### src/rtl/pxpk_pkg.sv
package pxpk_pkg;
  typedef enum logic {
    W_NARROW = 1'b0,
    W_WIDE   = 1'b1
  } width_e;
endpackage

### src/rtl/pxpk_fall_det.sv
module pxpk_fall_det (
  input  logic clk,
  input  logic rst_n,
  input  logic dclk,
  output logic fall
);
  logic dclk_q;

  always_ff @(posedge clk or negedge rst_n) begin
    if (!rst_n) dclk_q <= 1'b0;
    else        dclk_q <= dclk;
  end

  assign fall = dclk_q & ~dclk;

  // two falls can never be adjacent: the previous sample must be high again first
  AST_FALL_SINGLE: assert property (@(posedge clk) disable iff (!rst_n)
    fall |=> !fall) else $error("fall seen on two cycles in a row");
endmodule

### src/rtl/pxpk_assembler.sv
module pxpk_assembler
  import pxpk_pkg::*;
#(
  parameter int NARROW_W = 8,
  parameter int WIDE_W   = 12,
  parameter int WORD_W   = 24
) (
  input  logic              clk,
  input  logic              rst_n,
  input  logic              lp,
  input  logic              width_sel,
  input  logic              take,
  input  logic [WIDE_W-1:0] din,
  output logic              word_fire,
  output logic              word_vld,
  output logic [WORD_W-1:0] word_out
);
  localparam int NARROW_BEATS = WORD_W / NARROW_W;
  localparam int WIDE_BEATS   = WORD_W / WIDE_W;
  localparam int BEAT_CW      = $clog2(NARROW_BEATS + 1);
  localparam int ACC_W        = WORD_W - NARROW_W;

  width_e             width_q;
  logic [BEAT_CW-1:0] beat_cnt;
  logic [BEAT_CW-1:0] beats_need;
  logic [ACC_W-1:0]   acc;
  logic [WORD_W-1:0]  next_word;
  logic               last_beat;

  assign beats_need = (width_q == W_WIDE) ? BEAT_CW'(WIDE_BEATS) : BEAT_CW'(NARROW_BEATS);
  assign last_beat  = (beat_cnt == beats_need - BEAT_CW'(1));
  assign word_fire  = take & last_beat;

  // earlier beats shift up, the new beat enters at the bottom
  always_comb begin
    if (width_q == W_WIDE)
      next_word = {acc[WORD_W-WIDE_W-1:0], din};
    else
      next_word = {acc, din[NARROW_W-1:0]};
  end

  always_ff @(posedge clk or negedge rst_n) begin
    if (!rst_n) begin
      width_q  <= W_NARROW;
      beat_cnt <= '0;
      acc      <= '0;
      word_out <= '0;
      word_vld <= 1'b0;
    end else begin
      word_vld <= 1'b0;
      if (lp) begin
        width_q  <= width_e'(width_sel);
        beat_cnt <= '0;
        acc      <= '0;
      end else if (take) begin
        acc <= next_word[ACC_W-1:0];
        if (last_beat) begin
          beat_cnt <= '0;
          word_out <= next_word;
          word_vld <= 1'b1;
        end else begin
          beat_cnt <= beat_cnt + BEAT_CW'(1);
        end
      end
    end
  end

  AST_BEAT_RANGE: assert property (@(posedge clk) disable iff (!rst_n)
    beat_cnt < beats_need) else $error("beat count past word length");
  AST_VLD_PULSE: assert property (@(posedge clk) disable iff (!rst_n)
    word_vld |=> !word_vld) else $error("word strobe longer than one cycle");
  AST_WORD_HOLD: assert property (@(posedge clk) disable iff (!rst_n)
    !word_vld |-> $stable(word_out)) else $error("word changed without strobe");
  AST_LP_RESTART: assert property (@(posedge clk) disable iff (!rst_n)
    lp |=> (beat_cnt == '0) && !word_vld) else $error("line pulse did not restart");
endmodule

### src/rtl/pxpk_line_count.sv
module pxpk_line_count #(
  parameter int LINE_WORDS = 10
) (
  input  logic clk,
  input  logic rst_n,
  input  logic lp,
  input  logic word_fire,
  output logic line_done
);
  localparam int CNT_W = $clog2(LINE_WORDS + 1);

  logic [CNT_W-1:0] word_cnt;

  always_ff @(posedge clk or negedge rst_n) begin
    if (!rst_n) begin
      word_cnt  <= '0;
      line_done <= 1'b0;
    end else if (lp) begin
      word_cnt  <= '0;
      line_done <= 1'b0;
    end else if (word_fire) begin
      word_cnt <= word_cnt + CNT_W'(1);
      if (word_cnt == CNT_W'(LINE_WORDS - 1)) line_done <= 1'b1;
    end
  end

  AST_DONE_HOLD: assert property (@(posedge clk) disable iff (!rst_n)
    (line_done && !lp) |=> line_done) else $error("line_done dropped without lp");
  AST_CNT_LIMIT: assert property (@(posedge clk) disable iff (!rst_n)
    word_cnt <= CNT_W'(LINE_WORDS)) else $error("word count past line length");
  AST_LP_CLEAR: assert property (@(posedge clk) disable iff (!rst_n)
    lp |=> !line_done && (word_cnt == '0)) else $error("lp did not clear count");
endmodule

### src/rtl/pxpk_top.sv
module pxpk_top #(
  parameter int NARROW_W   = 8,
  parameter int WIDE_W     = 12,
  parameter int WORD_W     = 24,
  parameter int LINE_WORDS = 10
) (
  input  logic              clk,
  input  logic              rst_n,
  input  logic              dclk,
  input  logic              cs_en,
  input  logic              lp,
  input  logic              width_sel,
  input  logic [WIDE_W-1:0] din,
  output logic [WORD_W-1:0] word_out,
  output logic              word_vld,
  output logic              line_done
);
  logic fall;
  logic take;
  logic word_fire;

  pxpk_fall_det u_fall (
    .clk   (clk),
    .rst_n (rst_n),
    .dclk  (dclk),
    .fall  (fall)
  );

  // a beat counts only while selected, outside a line pulse, and before the line fills
  assign take = fall & cs_en & ~lp & ~line_done;

  pxpk_assembler #(
    .NARROW_W (NARROW_W),
    .WIDE_W   (WIDE_W),
    .WORD_W   (WORD_W)
  ) u_asm (
    .clk       (clk),
    .rst_n     (rst_n),
    .lp        (lp),
    .width_sel (width_sel),
    .take      (take),
    .din       (din),
    .word_fire (word_fire),
    .word_vld  (word_vld),
    .word_out  (word_out)
  );

  pxpk_line_count #(
    .LINE_WORDS (LINE_WORDS)
  ) u_cnt (
    .clk       (clk),
    .rst_n     (rst_n),
    .lp        (lp),
    .word_fire (word_fire),
    .line_done (line_done)
  );

  AST_NO_WORD_AFTER_DONE: assert property (@(posedge clk) disable iff (!rst_n)
    (line_done && !lp) |=> !word_vld) else $error("word after line end");
  AST_DESELECT_QUIET: assert property (@(posedge clk) disable iff (!rst_n)
    !cs_en |=> !word_vld) else $error("word produced while deselected");
endmodule

### config.mk
export PLATFORM = sky130hd
export DESIGN_NAME = pxpk_top
export DESIGN_NICKNAME = d
export VERILOG_FILES = /design/src/rtl/pxpk_pkg.sv /design/src/rtl/pxpk_fall_det.sv /design/src/rtl/pxpk_assembler.sv /design/src/rtl/pxpk_line_count.sv /design/src/rtl/pxpk_top.sv
export SDC_FILE = /design/constraint.sdc
export NUM_CORES = 1
export LEC_CHECK = 0
export BUFFER_PORTS_ARGS = -buffer_cell sky130_fd_sc_hd__buf_2
export CORE_MARGIN = 2
export CORE_UTILIZATION = 40
export DETAILED_ROUTE_END_ITERATION = 12
export PLACE_DENSITY = 0.6
export SLEW_MARGIN = 20
export SYNTH_ARGS = -nofsm -noshare
export SYNTH_HDL_FRONTEND = slang
export SYNTH_HIERARCHICAL = 1
export SYNTH_SLANG_ARGS = --single-unit
### constraint.sdc
create_clock -name clk -period 1.7 [get_ports clk]
set_input_delay 0.085 -clock clk [delete_from_list [all_inputs] [get_ports clk]]
set_output_delay 0.085 -clock clk [all_outputs]
set_load 0.01 [all_outputs]
; ---- After elaboration in Yosys (flattened, before gate mapping)
; Index checks and enable logic that the tools add are counted.
[word_totals]
register_bits = 50
in_bits = 18
[classes]
add_sub_neg = 3
n_eq_ne = 2
n_mux = 15
bitwise = 8
n_reduce_logical = 5
[op_table]
columns = operator, count
row1 = 2-to-1 mux 16 bit, 2
row2 = 2-to-1 mux 24 bit, 1
row3 = 2-to-1 mux 4 bit, 2
row4 = 2-to-1 mux 1 bit, 7
row5 = 2-to-1 mux 2 bit, 3
row6 = nonzero test 2 bit, 3
row7 = AND 1 bit, 5
row8 = "adder 4 x 1 -> 4 bit, second input constant", 1
row9 = "equality test 4 bit, second input constant", 1
row10 = NOT 1 bit, 3
row11 = AND reduction 3 bit, 1
row12 = "adder 2 x 1 -> 2 bit, second input constant", 1
row13 = equality test 2 bit, 1
row14 = AND reduction 2 bit, 1
row15 = "subtractor 2 x 1 -> 2 bit, second input constant", 1

; ---- Depth between registers and ports, before layout
[depth]
ltp_word = 8
ltp_mapped = 7
mapped_depth_nobuf = 6

; ---- Cells and area by module
; Netlist, hierarchy kept.
[by_module_without_submodules]
columns = mod, n_inst, cells_per_inst, area_each_um2, seq_area_each_um2
row1 = pxpk_assembler, 1, 149, 1940.6, 1101.1
row2 = pxpk_line_count, 1, 23, 256.5, 125.1
row3 = pxpk_fall_det, 1, 2, 38.8, 25.0
row4 = pxpk_top, 1, 1, 12.5, 0.0

; ---- Worst setup path before layout
; Ideal clock, no wire load.
[synth_timing]
kind = reg2reg
start = register u_cnt.line_done
end = register u_asm.word_out[4]
arrival_time_ps = 1793
t_required_ps = 1575
slack_ps = -218
stages_incl_launch_ff = 7
path_buffers = 2
synth_period_minus_slack_ps = 1918
cell_sequence = dfrtp_1 and4bb_2 clkbuf_8 inv_1 a211oi_4 buf_6 mux2_2
[synth_via]
elab_chain_len = 3
[synth_rtl]
columns = item, line_no
row1 = start: declaration, pxpk_line_count.sv:8  ; output logic line_done
row2 = start signal: assignment, pxpk_line_count.sv:17  ; line_done <= 1'b0;
row3 = start signal: assignment, pxpk_line_count.sv:20  ; line_done <= 1'b0;
row4 = start signal: assignment, pxpk_line_count.sv:23  ; if (word_cnt == CNT_W'(LINE_WORDS - 1)) line_done <= 1'b1;
row5 = NOT 1 bit, pxpk_top.sv:30  ; assign take = fall & cs_en & ~lp & ~line_done;
row6 = AND 1 bit, pxpk_top.sv:30
row7 = named net take, pxpk_top.sv:19  ; logic take;
row8 = AND reduction 3 bit (no line), n/a
row9 = end signal: assignment, pxpk_assembler.sv:59  ; word_out <= next_word;
row10 = end: declaration, pxpk_assembler.sv:16  ; output logic [WORD_W-1:0] word_out
; The timed path passes the listed nets, and every way through them passes these cells.
; A chain may end at the register's enable or synchronous reset.

; ---- Final worst setup path
[layout_timing]
start = register u_asm.width_q
end = register u_asm.word_out[19]
[layout_via]
elab_chain_len = 4
elab_cells_between_ends = 5
cone_classes = add/sub: 1 / eq/ne: 1 / mux: 2 / reduce/logical: 1
[layout_rtl]
columns = item, line_no
row1 = start: declaration, pxpk_assembler.sv:23  ; width_e width_q;
row2 = start signal: assignment, pxpk_assembler.sv:52  ; width_q <= width_e'(width_sel);
row3 = 2-to-1 mux 1 bit, pxpk_assembler.sv:30  ; assign beats_need = (width_q == W_WIDE) ? BEAT_CW'(WIDE_BEATS) : BEAT_CW'(NARROW_BEATS);
row4 = subtractor 2 x 1 -> 2 bit, pxpk_assembler.sv:31  ; assign last_beat = (beat_cnt == beats_need - BEAT_CW'(1));
row5 = equality test 2 bit, pxpk_assembler.sv:31
row6 = AND reduction 3 bit (no line), n/a
; Parallel ways exist; a longest one is shown, timed or not.

==> impl_metrics.toml <==
[run_status]
status = "finished, violations left"
violations = "negative setup slack"

[place]
dpl.hpwl_um = 2989
port_buffers = 43
place_congestion = 0.7453

[clock_network]
clockBufferDepth = 2
numCtsBuffers = 5
clock_sinks = 50
h-tree-depth = 2
clk_pin_slew_worst_paths_ns = 0.09
cts_tree = "built"
clk_latency_ns = 0.30
root_buffer = "clkbuf_8"

[yosys]
synth-edff-count = 0
synthArstFlopShare = 1.000
synth_flop_cell = "dfrtp_1"
syn_inst = 175
synth_seq_cells = 50
netlist_top_cells_area = "dfrtp_1, mux2_2, mux2i_1, nor2_1, a211oi_1"
synth_area_sq_mm = 0.002248
synth_top_area_share = 0.5565
synth.distinct_cells = 30
synth.most_common_cell = "dfrtp_1"
synth_common_cells = "dfrtp_1, mux2_2, mux2i_1, nor2_1, inv_1"
ys.warnings.count = 6
syn_nets = 195
post-synth-top-area-cell = "dfrtp_1"
syn_avg_cell_area_sq_um = 12.85
ys_seq_area_frac = 0.5565

[floorplan]
rows = 27
start_util = 0.4108
die_y_um = 78.98
core_sq_mm = 0.005473
die-area_sq_mm = 0.006237
io_pins = 44
die_x_um = 78.98

[cells_and_area]
fin_util = 0.5258
syn_to_final_growth_pct = 27.99
antenna_cells = 0
finalNetCount = 259
drive_gt1_frac = 0.4417

[power_and_ir_drop]
leakagePower_nw = 1.416
power_mw = 2.238
p_per_area_mw_per_mm2 = 777.6
ir_drop_mv = 0.4121

[routing]
wl_per_cell_um = 14.96
routed_wl_um = 4669
vias_per_cell = 4.865
antenna_left = 0
drt_iter0_drc = 97
drtPass1Iterations = 4
drcViolationCount = 0
num_vias = 1518

[worst_setup_path]
critical_path_buf_inv_count = 2
critPathMaxFanout = 10
startpoint_type = "flop"
critPathTopFamily = "simple AND/OR/NAND/NOR gates"
path_class = "reg -> reg"
cp.arrival_ns = 1.98
cp.required_ns = 1.90
path_cells = "or3b_4 -> a211oi_4 -> buf_4 -> buf_16 -> mux2_2"
slowest_delay_ns = 0.41
cpMaxStageDelayCell = "or3b_4"
endpoint_kind = "flop"

[sta]
min_period_over_period = 1.051
whs_ns = 0.01145
fmax_mhz = 559.5
fin_ws_ns = -0.08730
max_slew_margin = 0.6237
finalClockSkew_ns = 0.006371
worst_slew_pin_slew_ns = 0.5644
hold_viol = 0
slew_viol_final = 0
fin_crit_ns = 1.787
finalSetupTns_ns = -1.034
setup_viol = 18
rsz0062_at_grt = "yes"

[grt]
grt_overflow = 0
grt_pass1_wl_um = 7417
grt_max_degree = 27
grt_pass1_vias = 1529
track_usage = 0.1554
antenna_found_initial = 0

[min_path]
hp-class = "in -> reg"

[flow_run]
maxCapViolCount = 0
worst reg2reg max path, stage by stage (launching register included):
cell,delay [ns]
dfrtp_1,0.38
or3b_4,0.41
a211oi_4,0.24
buf_4,0.18
buf_16,0.14
mux2_2,0.33
per-layer routing:
metal  global-route usage  share of wire  routed length, um
met1               0.2165           0.48               2233
met3              0.04205          0.046                217
met2               0.2356           0.46               2157
met5                    0              0                  0
met4              0.05172          0.013                 61
kinds of logic (layout without fill, tap and decap cells):
kind of cell | count (synthesis) | in the layout | share of synthesized area
buffers and inverters | 20 | 85 | 0.05119
AND/OR/NAND/NOR | 36 | 36 | 0.08570
adder cells (fa/ha/maj) | 2 | 2 | 0.01113
AO/OA/AOI/OAI | 17 | 17 | 0.05565
multiplexers | 49 | 49 | 0.2359
XOR/XNOR | 1 | 1 | 0.003896
flip-flops | 50 | 50 | 0.5565
area by class of cell:
class	instances	area, sq um
inverter	11	41.29
clock buffer	6	72.57
timing repair buffer	66	457.9
clock inverter	2	37.54
tap	72	90.09
sequential	50	1251
fill	517	2595
multi-input combinational	105	927.1
sequential cells by signal (all words and copies together), names as in the netlist:
name             flops
u_asm/word_out      24
u_asm/acc           16
u_cnt/word_cnt       4
u_asm/beat_cnt       2
u_asm/width_q        1
u_asm/word_vld       1
u_cnt/line_done      1
u_fall/dclk_q        1
through the flow:
| stage | cell area [sq um] | setup slack (ns) | cells |
|---|---|---|---|
| floorplan | 2248 | -0.2181 | 175 |
| global placement | 2590 | -0.04729 | 294 |
| detailed placement | 2590 | -0.08389 | 294 |
| CTS | 2774 | -0.04733 | 308 |
| global route | 2878 | -0.1212 | 312 |
| finish | 2878 | -0.08730 | 312 |
cells in the final DEF, fill, tap and decap left out, types with 2 or more instances in the layout:
master	count
a211oi_1	6
a21oi_1	6
buf_2	43
buf_4	14
buf_6	4
clkbuf_8	5
dfrtp_1	50
dlygate4sd3_1	2
ha_1	2
inv_1	11
mux2_2	16
mux2_4	13
mux2i_1	20
nand2_1	2
nand3b_1	2
nand4_1	2
nor2_1	20
nor2b_1	2
nor3_1	2
o21ai_0	2
path summary, 6_finish.rpt:
check	slack [ns]	cells after the start	endpoint	startpoint
setup / recovery	-0.09	5	u_asm/word_out[19]$_DFFE_PN0P_	u_asm/width_q$_DFFE_PN0P_
hold / removal	0.01	3	u_asm/width_q$_DFFE_PN0P_	width_sel
setup reg to reg	-0.09	5	u_asm/word_out[19]$_DFFE_PN0P_	u_asm/width_q$_DFFE_PN0P_
hold reg to reg	0.51	1	u_asm/word_out[18]$_DFFE_PN0P_	u_asm/word_out[18]$_DFFE_PN0P_
max in group asynchronous	0.76	3	u_asm/word_out[17]$_DFFE_PN0P_	rst_n
min in group asynchronous	0.30	2	u_asm/word_out[13]$_DFFE_PN0P_	rst_n
power breakdown:
part	internal, mW	switching, mW
sequential	1.21	0.0147
clock	0.439	0.385
combinational	0.0836	0.103
repair_timing:
| action | CTS | global route |
|---|---|---|
| gates resized for setup | 2 | 15 |
| buffers inserted | 3 | 3 |
| gates cloned | 1 | 1 |
| hold buffers | 2 | 0 |
| endpoints found under the setup margin | 18 | 19 |
| endpoints found under the hold margin | 23 | 0 |
| pin swaps | 1 | 0 |
Note: power is estimated with default switching activity, not from simulation.
